[config.mk]
export PLATFORM = sky130hd
export DESIGN_NAME = nmi_trig_ctrl
export DESIGN_NICKNAME = d
export VERILOG_FILES = /design/src/rtl/nmi_trig_pkg.sv /design/src/rtl/nmi_trig_sync.sv /design/src/rtl/nmi_trig_detect.sv /design/src/rtl/nmi_trig_regs.sv /design/src/rtl/nmi_trig_ctrl.sv
export SDC_FILE = /design/constraint.sdc
export NUM_CORES = 1
export LEC_CHECK = 0
export BUFFER_PORTS_ARGS = -buffer_cell sky130_fd_sc_hd__buf_2
export CORE_UTILIZATION = 25
export DETAILED_ROUTE_END_ITERATION = 6
export GPL_TIMING_DRIVEN = 0
export PLACE_DENSITY = 0.58
export SLEW_MARGIN = 20
export SYNTH_ARGS = -nofsm -noshare
export SYNTH_HDL_FRONTEND = slang
export SYNTH_HIERARCHICAL = 1
export SYNTH_SLANG_ARGS = --single-unit
[constraint.sdc]
create_clock -name clk -period 1.12 [get_ports clk]
set_clock_uncertainty 0.05 [all_clocks]
set_input_delay 0.112 -clock clk [delete_from_list [all_inputs] [get_ports clk]]
set_output_delay 0.112 -clock clk [all_outputs]
set_load 0.01 [all_outputs]
[src/rtl/nmi_trig_pkg.sv]
package nmi_trig_pkg;

   // Trigger-type field encoding (control register bits [1:0]).
   typedef enum logic [1:0] {
      SENSE_LOW  = 2'd0,
      SENSE_FALL = 2'd1,
      SENSE_HIGH = 2'd2,
      SENSE_RISE = 2'd3
   } sense_e;

   // Byte offsets of the register words.
   localparam int unsigned OFS_CTRL  = 32'h00;
   localparam int unsigned OFS_PEND  = 32'h04;
   localparam int unsigned OFS_EN_A  = 32'h08;
   localparam int unsigned OFS_EN_B  = 32'h34;

   localparam int unsigned MODE_BITS = 2;

   function automatic logic is_edge_type(input sense_e m);
      return m[0];
   endfunction

endpackage

[src/rtl/nmi_trig_sync.sv]
module nmi_trig_sync #(
   parameter int unsigned STAGES  = 2,
   parameter logic        RST_VAL = 1'b1
) (
   input  logic clk,
   input  logic rst_n,
   input  logic raw_i,
   output logic sync_o
);

   if (STAGES < 2) begin : g_bad_stages
      $error("nmi_trig_sync: STAGES must be at least 2");
   end

   logic [STAGES-1:0] chain_q;

   always_ff @(posedge clk or negedge rst_n) begin
      if (!rst_n) begin
         chain_q <= {STAGES{RST_VAL}};
      end else begin
         chain_q <= {chain_q[STAGES-2:0], raw_i};
      end
   end

   assign sync_o = chain_q[STAGES-1];

endmodule

[src/rtl/nmi_trig_detect.sv]
module nmi_trig_detect
   import nmi_trig_pkg::*;
#(
   parameter logic RST_VAL = 1'b1
) (
   input  logic   clk,
   input  logic   rst_n,
   input  logic   sync_i,
   input  sense_e mode_i,
   output logic   event_o
);

   logic prev_q;

   always_ff @(posedge clk or negedge rst_n) begin
      if (!rst_n) begin
         prev_q <= RST_VAL;
      end else begin
         prev_q <= sync_i;
      end
   end

   logic went_up, went_down;
   assign went_up   = sync_i & ~prev_q;
   assign went_down = ~sync_i & prev_q;

   always_comb begin
      unique case (mode_i)
         SENSE_LOW:  event_o = ~sync_i;
         SENSE_HIGH: event_o = sync_i;
         SENSE_FALL: event_o = went_down;
         SENSE_RISE: event_o = went_up;
         default:    event_o = 1'b0;
      endcase
   end

   // an edge type never reports an event on a steady input
   a_r3_steady_no_edge : assert property (@(posedge clk) disable iff (!rst_n)
      (is_edge_type(mode_i) && $stable(sync_i)) |-> !event_o);

endmodule

[src/rtl/nmi_trig_regs.sv]
module nmi_trig_regs
   import nmi_trig_pkg::*;
#(
   parameter int unsigned ADDR_W         = 8,
   parameter int unsigned DATA_W         = 32,
   parameter bit          ALT_ENABLE_MAP = 1'b0
) (
   input  logic              clk,
   input  logic              rst_n,
   input  logic [ADDR_W-1:0] bus_addr_i,
   input  logic              bus_we_i,
   input  logic [DATA_W-1:0] bus_wdata_i,
   output logic [DATA_W-1:0] bus_rdata_o,
   input  logic              event_i,
   output sense_e            mode_o,
   output logic              pend_o,
   output logic              en_o
);

   localparam logic [ADDR_W-1:0] A_CTRL = ADDR_W'(OFS_CTRL);
   localparam logic [ADDR_W-1:0] A_PEND = ADDR_W'(OFS_PEND);
   localparam logic [ADDR_W-1:0] A_EN_A = ADDR_W'(OFS_EN_A);
   localparam logic [ADDR_W-1:0] A_EN_B = ADDR_W'(OFS_EN_B);

   if (ADDR_W < 6) begin : g_bad_addr
      $error("nmi_trig_regs: ADDR_W must reach offset 0x34");
   end
   if (DATA_W < MODE_BITS) begin : g_bad_data
      $error("nmi_trig_regs: DATA_W too narrow for the type field");
   end

   logic ctrl_hit, pend_hit, en_hit;
   assign ctrl_hit = (bus_addr_i == A_CTRL);
   assign pend_hit = (bus_addr_i == A_PEND);

   if (ALT_ENABLE_MAP) begin : g_en_alt
      assign en_hit = (bus_addr_i == A_EN_B);
   end else begin : g_en_std
      assign en_hit = (bus_addr_i == A_EN_A);
   end

   logic [DATA_W-1:0] ctrl_q;
   logic              pend_q;
   logic              en_q;
   logic              clr_wr;

   assign clr_wr = bus_we_i & pend_hit & bus_wdata_i[0];

   always_ff @(posedge clk or negedge rst_n) begin
      if (!rst_n) begin
         ctrl_q <= '0;
      end else if (bus_we_i && ctrl_hit) begin
         ctrl_q <= bus_wdata_i;
      end
   end

   always_ff @(posedge clk or negedge rst_n) begin
      if (!rst_n) begin
         en_q <= 1'b0;
      end else if (bus_we_i && en_hit) begin
         en_q <= bus_wdata_i[0];
      end
   end

   // New event has priority over an acknowledge in the same cycle.
   always_ff @(posedge clk or negedge rst_n) begin
      if (!rst_n) begin
         pend_q <= 1'b0;
      end else if (event_i) begin
         pend_q <= 1'b1;
      end else if (clr_wr) begin
         pend_q <= 1'b0;
      end
   end

   always_comb begin
      bus_rdata_o = '0;
      if (ctrl_hit) begin
         bus_rdata_o = ctrl_q;
      end else if (pend_hit) begin
         bus_rdata_o[0] = pend_q;
      end else if (en_hit) begin
         bus_rdata_o[0] = en_q;
      end
   end

   assign mode_o = sense_e'(ctrl_q[MODE_BITS-1:0]);
   assign pend_o = pend_q;
   assign en_o   = en_q;

   // an acknowledge without a competing event drops pending
   a_r4_clear_drops : assert property (@(posedge clk) disable iff (!rst_n)
      (clr_wr && !event_i) |=> !pend_o);

   // pending is sticky until acknowledged
   a_r4_sticky : assert property (@(posedge clk) disable iff (!rst_n)
      (pend_o && !clr_wr) |=> pend_o);

   // an event always leaves pending set, acknowledge or not
   a_r5_event_wins : assert property (@(posedge clk) disable iff (!rst_n)
      event_i |=> pend_o);

   // a write to the enable word takes bit 0 of the data
   a_r6_enable_write : assert property (@(posedge clk) disable iff (!rst_n)
      (bus_we_i && en_hit) |=> (en_o == $past(bus_wdata_i[0])));

endmodule

[src/rtl/nmi_trig_ctrl.sv]
module nmi_trig_ctrl
   import nmi_trig_pkg::*;
#(
   parameter int unsigned ADDR_W         = 8,
   parameter int unsigned DATA_W         = 32,
   parameter int unsigned SYNC_STAGES    = 2,
   parameter logic        IDLE_LEVEL     = 1'b1,
   parameter bit          ALT_ENABLE_MAP = 1'b0
) (
   input  logic              clk,
   input  logic              rst_n,
   input  logic              nmi_in,
   input  logic [ADDR_W-1:0] bus_addr,
   input  logic              bus_we,
   input  logic [DATA_W-1:0] bus_wdata,
   output logic [DATA_W-1:0] bus_rdata,
   output logic              irq_out
);

   logic   sync_w;
   logic   event_w;
   logic   pend_w;
   logic   en_w;
   sense_e mode_w;

   nmi_trig_sync #(
      .STAGES  (SYNC_STAGES),
      .RST_VAL (IDLE_LEVEL)
   ) i_sync (
      .clk    (clk),
      .rst_n  (rst_n),
      .raw_i  (nmi_in),
      .sync_o (sync_w)
   );

   nmi_trig_detect #(
      .RST_VAL (IDLE_LEVEL)
   ) i_detect (
      .clk     (clk),
      .rst_n   (rst_n),
      .sync_i  (sync_w),
      .mode_i  (mode_w),
      .event_o (event_w)
   );

   nmi_trig_regs #(
      .ADDR_W         (ADDR_W),
      .DATA_W         (DATA_W),
      .ALT_ENABLE_MAP (ALT_ENABLE_MAP)
   ) i_regs (
      .clk         (clk),
      .rst_n       (rst_n),
      .bus_addr_i  (bus_addr),
      .bus_we_i    (bus_we),
      .bus_wdata_i (bus_wdata),
      .bus_rdata_o (bus_rdata),
      .event_i     (event_w),
      .mode_o      (mode_w),
      .pend_o      (pend_w),
      .en_o        (en_w)
   );

   logic irq_q;

   always_ff @(posedge clk or negedge rst_n) begin
      if (!rst_n) begin
         irq_q <= 1'b0;
      end else begin
         irq_q <= pend_w & en_w;
      end
   end

   assign irq_out = irq_q;

   // a masked cycle is followed by a quiet output
   a_r6_masked_quiet : assert property (@(posedge clk) disable iff (!rst_n)
      !en_w |=> !irq_out);

   // the output only rises after pending was seen
   a_r6_rise_from_pending : assert property (@(posedge clk) disable iff (!rst_n)
      $rose(irq_out) |-> $past(pend_w));

endmodule

==> results of run 1 <==
metal layers:
| metal | wire length [um] | global-route usage, % |
|---|---|---|
| met1 | 2005 | 14.85 |
| met2 | 2483 | 20.51 |
| met3 | 189 | 2.356 |
| met4 | 76 | 5.365 |
| met5 | 0 | 0 |
logic make-up (layout without fill, tap and decap cells):
group                  Yosys count  in the layout  share of synthesized area, %
AO/OA/AOI/OAI                    3              3                         1.152
XOR/XNOR                         2              2                        0.9487
buffers and inverters            8            132                         3.252
flip-flops                      38             38                         51.69
multiplexers                    33             33                         26.22
AND/OR/NAND/NOR                 45             45                         16.73
worst paths after layout:
path,start,end
max,i_regs/ctrl_q[0],bus_rdata[0]
min,rst_n,i_regs/ctrl_q[5]
max reg2reg,i_detect/prev_q,i_regs/pend_o
min reg2reg,i_sync/chain_q[0],i_sync/chain_q[1]
max in group asynchronous,rst_n,i_regs/ctrl_q[1]
min in group clk,bus_wdata[15],i_regs/ctrl_q[15]
worst reg2reg max path: cells and delay by family (launching register included):
family	cells	cell delay [ns]
XOR/XNOR	1	0.12
AO/OA/AOI/OAI	2	0.22
flip-flops	1	0.58
flip-flops by register name, summed over array words and instances (netlist names):
signal and cells:
i_regs/ctrl_q 32, i_regs/pend_o 1, i_sync/chain_q 2, i_detect/prev_q 1
irq_out 1, i_regs/en_o 1
report_power, final:
group,internal [W],switching (W)
logic,0.000230,0.000114
clock network,0.000950,0.000483
registers,0.00144,0.0000410
total,0.00262,0.000638
through the flow:
| stage | instances | hold slack [ns] | TNS, ns | total power, W | cell area, um^2 |
|---|---|---|---|---|---|
| 6_report | 349 | -0.1286 | -12.90 | 0.003258 | 3293 |
| 5_1_grt | 349 | -0.06001 | -16.40 | 0.003411 | 3293 |
| 4_1_cts | 343 | -0.08720 | -15.04 | 0.003288 | 2933 |
| 3_5_place_dp | 301 | 0.1704 | -33.37 | 0.001738 | 2366 |
| 3_3_place_gp | 301 | 0.1682 | -33.50 | 0.001729 | 2366 |
| 2_1_floorplan | 129 | -0.2336 | -10.76 | 0.001602 | 1866 |
final cells by class:
class / instances / area (um^2) / area share [%]
flip-flops and latches: 38 / 954.7 / 28.99
repair buffers: 118 / 1033 / 31.38
clock buffers: 6 / 82.58 / 2.508
well taps: 96 / 120.1 / 3.647
multi-input cells: 83 / 962.2 / 29.22
clock inverters: 2 / 60.06 / 1.824
plain buffers: 6 / 80.08 / 2.432
cells in the final DEF, fill, tap and decap left out, types with 2 or more instances in the layout:
| master | count |
|---|---|
| mux2_2 | 2 |
| and2_4 | 30 |
| buf_4 | 5 |
| and3b_1 | 2 |
| dlygate4sd3_1 | 26 |
| buf_6 | 44 |
| and2_1 | 2 |
| nor2b_1 | 2 |
| dfstp_2 | 3 |
| bufinv_16 | 2 |
| mux2_4 | 31 |
| dfrtp_1 | 35 |
| clkbuf_16 | 2 |
| buf_2 | 44 |
| nand4_1 | 2 |
| buf_8 | 2 |
| clkbuf_8 | 6 |
repair_timing:
action | in CTS | in global routing
pin swaps | 3 | 25
buffers inserted | 8 | 5
resized for setup | 21 | 81
hold buffers | 23 | 3
endpoints found under the hold margin | 58 | 38
endpoints found under the setup margin | 62 | 66
gates cloned | 3 | 3
==> metrics.txt, run 1 <==
drt total wl=4.754 mm; biggest area consumer among synthesized cells=dfrtp_1; register area share after synthesis=51.69%; Fmax achieved=0.7014 GHz; slew margin rel.=41.99%; Fin Hold WS=-0.1286 ns; Period Utilization, post-route=127.3%; grt ovf=0; largest net degree at the start of global routing=39; Die Area=7735 um^2; Crit path max-delay family=flip-flops; reg2reg path depth=3; post-DP HPWL=2.830 mm; warning count from the yosys run=6; Initial Util=26.45%; WP buf/inv=1; # IOs=77; Power Density=989.2 nW/um^2; Core Rows=30; DR iter-0 viols=31; Hold Fails Final Rpt=35; Slowest-stage cell, CP=dfrtp_1; proportion of layout cells with a drive suffix above 1=71.54%; Slew Limit Fails=0; first-pass GRT wire length=6.851 mm; Mapped Area=1847 um^2; prevailing post-synth register cell=dfrtp_1; die height=87.95 um; Yosys reg bits=38; Sink Count=38; htree depth=2; Worst-Skew Late Latency=0.28 ns; antenna violations before repair=0; failing checks=hold timing, setup timing; top cells by count, synth=dfrtp_1 (35), and2_1 (32), mux2_4 (30); most common cell in the netlist=dfrtp_1; routed vias/inst=4.046; overall routing resource usage=12.08%; Net count, final=296; P_leak=1.715 nW; IO buf count=76; Root Buffer=clkbuf_8; Max Buffers Root-to-Sink=2; gpl congestion=0.6658; Post-synth EDFFs=0; top cells by area, synth=dfrtp_1 (47%), mux2_4 (24%), and2_1 (11%); Worst-Margin Slew=0.8701 ns; Synthesized Nets=173; RSZ-0062 raised after global routing=true; Place WS=-0.6952 ns; Distinct cells, synth=22; CTS tree=yes; per-cell routed wire length=13.62 um; Data required, critical path=0.96 ns; element type at the critical path start=register; diode count=0; endpoints failing setup=63; R2R setup slack=0.04 ns; Largest stage delay, worst path=0.38 ns; Max-cap violations=0; Layout area overhead=78.32%; TritonCTS Buffers=5; first-pass iteration count of the detailed router=3; Max VDD drop=0.3970 mV; FFs w/ async S/R, synth=100.0%; post-layout util=47.17%; Fillers=640; CP arrival=1.26 ns; vias in the first global route=1401; Reg clk slew, reported paths=0.08 ns; WS Path Type=reg2out; Syn Inst Count=129; vias=1412; # DRC=0; Crit. path cell count=3; Final WS setup=-0.3056 ns; status=finished, violations left; post-synth top area share=47.43%; crit path time final=1.426 ns; post-route ant nets=0; synthesized area per cell=14.32 um^2; die width=87.95 um; Hold Path Class=in2async; worst-path fanout max=3; crit end category=output pin; core footprint=6982 um^2; CP Cell Sequence=and3b_1 -> a2111oi_2 -> buf_2
No activity file was read; power rests on OpenSTA's default activity.
==> run 2, diff against run 1 <==
--- a/config.mk
+++ b/config.mk
@@ -5,11 +5,13 @@
 export SDC_FILE = /design/constraint.sdc
 export NUM_CORES = 1
 export LEC_CHECK = 0
+export ABC_AREA = 1
 export BUFFER_PORTS_ARGS = -buffer_cell sky130_fd_sc_hd__buf_2
 export CORE_UTILIZATION = 25
 export DETAILED_ROUTE_END_ITERATION = 6
 export GPL_TIMING_DRIVEN = 0
-export PLACE_DENSITY = 0.58
+export PLACE_DENSITY = 0.57
+export SETUP_SLACK_MARGIN = 0.05
 export SLEW_MARGIN = 20
 export SYNTH_ARGS = -nofsm -noshare
 export SYNTH_HDL_FRONTEND = slang
==> metrics.txt, run 2 <==
Period Utilization, post-route=104.8%; # IOs=77; TritonCTS Buffers=5; CP Launch Point=i_regs/pend_o; Worst-Skew Late Latency=0.28 ns; largest net degree at the start of global routing=39; Die Area=8354 um^2; most flop-heavy register=i_regs/ctrl_q; Slew Limit Fails=0; Mapped Area=1998 um^2; max FFs per register=32; element type at the critical path start=register; grt ovf=0; design area=2943 um^2; htree depth=2; Power Density=933.8 nW/um^2; failing checks=hold timing, setup timing; Sink Count=38; post-route ant nets=0; endpoints failing setup=27; top cells by count, synth=nand2_1 (81), inv_1 (41), nand3_1 (38); IO buf count=75; antenna violations before repair=0; Root Buffer=clkbuf_8; CTS tree=yes; top flop regs=i_regs/ctrl_q x32, i_sync/chain_q x2; Worst-Margin Slew=0.8723 ns; vias=1838; Placed Area=2501 um^2; core footprint=7727 um^2; Core Rows=32; most common library cell in the layout ignoring fill and taps=nand2_1; overall power=0.002748 W; die width=91.40 um; reg2reg path depth=7; Final WS setup=-0.05372 ns; Synthesized Nets=302; Sequential Area=954.7 um^2; Post-synth EDFFs=0; post-layout util=38.08%; FFs w/ async S/R, synth=100.0%; post-synth top area share=43.83%; warning count from the yosys run=6; CP arrival=1.01 ns; Max-cap violations=0; WS Path Type=reg2out; worst-path fanout max=2; Net count, final=398; Layout area overhead=47.28%; Data required, critical path=0.96 ns; DR iter-0 viols=67; Distinct cells, synth=15; post-DP HPWL=3.388 mm; prevailing post-synth register cell=dfrtp_1; Syn Inst Count=258; # DRC=0; most common cell in the netlist=nand2_1; Hold Fails Final Rpt=35; RSZ-0062 raised after global routing=true; register area share after synthesis=47.78%; routed vias/inst=4.022; gpl congestion=0.7421; per-cell routed wire length=11.00 um; Reg clk slew, reported paths=0.07 ns; R2R Path End=i_regs/pend_o; Initial Util=25.86%; die height=91.40 um; Max Buffers Root-to-Sink=2; Hold Path Class=in2async; synthesized area per cell=7.745 um^2; crit path time final=1.174 ns; area occupied by multi-input gates=830.8 um^2; overall routing resource usage=13.31%; diode count=0; Yosys reg bits=38; Max VDD drop=0.5642 mV; Fin Hold WS=-0.1200 ns; status=finished, violations left; Fillers=819; vias in the first global route=1810; first-pass GRT wire length=8.625 mm; top cells by area, synth=dfrtp_1 (44%), nand2_1 (15%), nand3_1 (9.5%); drt total wl=5.028 mm; crit end category=output pin; P_leak=1.583 nW; R2R setup slack=0.13 ns; biggest area consumer among synthesized cells=dfrtp_1; most frequent cells in the layout=nand2_1 (81), buf_2 (65), inv_1 (41); Fmax achieved=0.8520 GHz; first-pass iteration count of the detailed router=4; proportion of layout cells with a drive suffix above 1=41.69%; worst r2r src=i_regs/ctrl_q[0]; slew margin rel.=41.85%
## run 2: changes by cell type after synthesis, sizes merged, moves of 2 or more
| cell | previous run | this run |
|---|---|---|
| nor2 | 2 | 41 |
| mux2 | 33 | 0 |
| buf | 5 | 13 |
| nand4 | 3 | 0 |
| nor2b | 2 | 0 |
| nand2 | 1 | 84 |
| and3b | 2 | 0 |
| and2 | 32 | 0 |
| nand3 | 0 | 38 |
| inv | 0 | 42 |
## run 2: per-layer routing
layer  vias to the layer above  GRT usage (%)  wire (um)
met5                         -              0          0
met4                         0          3.439         40
met3                         6          3.601        282
met2                        57          22.99       2434
met1                       823          16.28       2270
li1                        952              -          -
## run 2: layout make-up
| class | count | area share, % |
|---|---|---|
| plain buffers | 15 | 5.442 |
| clock buffers | 7 | 2.934 |
| clock inverters | 1 | 0.1701 |
| inverters | 42 | 5.612 |
| multi-input cells | 163 | 28.23 |
| flip-flops and latches | 38 | 32.44 |
| well taps | 102 | 4.337 |
| repair buffers | 89 | 20.83 |
## run 2: worst max-delay path by stage
stage | to | slack [ns] | cells past startpoint
finish | bus_rdata[0] | -0.05 | 3
global route | bus_rdata[0] | -0.1 | 3
CTS | bus_rdata[0] | -0.06 | 3
detailed placement | bus_rdata[19] | -0.23 | 8
global placement | bus_rdata[19] | -0.21 | 8
floorplan | bus_rdata[10] | 0.11 | 6
## run 2: report_power, final
part	switching, W	total [W]	internal [W]
clock network	0.000476	0.000973	0.000497
registers	0.0000321	0.00147	0.00144
logic	0.000168	0.000304	0.000136
total	0.000676	0.00275	0.00207
## run 2: kinds of logic after synthesis
family | count (synthesis) | synth area share [%]
simple gates | 163 | 38.20
flops | 38 | 47.78
buf+inv | 57 | 14.03
## run 2: timing repair
item | CTS | global route
endpoints found under the hold margin | 38 | 36
endpoints found under the setup margin | 32 | 62
resized for setup | 42 | 4
gates cloned | 2 | 0
hold buffers | 3 | 1
setup buffers | 6 | 2
pin swaps | 8 | 1
## run 2: metrics by stage
step | instances | setup TNS (ns) | worst slack [ns] | hold slack, ns
final | 457 | -0.4542 | -0.05372 | -0.1200
after global routing | 457 | -1.993 | -0.09741 | -0.05141
after CTS | 454 | -0.7049 | -0.05653 | -0.07792
after detailed placement | 435 | -8.095 | -0.2270 | 0.1699
after global placement | 435 | -7.148 | -0.2145 | 0.1664
after floorplan | 258 | 0 | 0.1115 | -0.2336
## run 2: worst max-delay path, cell delays in order, from the launching register on
cell and delay [ns]:
dfrtp_1 0.39, nand3_1 0.09, nand3_1 0.10, buf_2 0.15
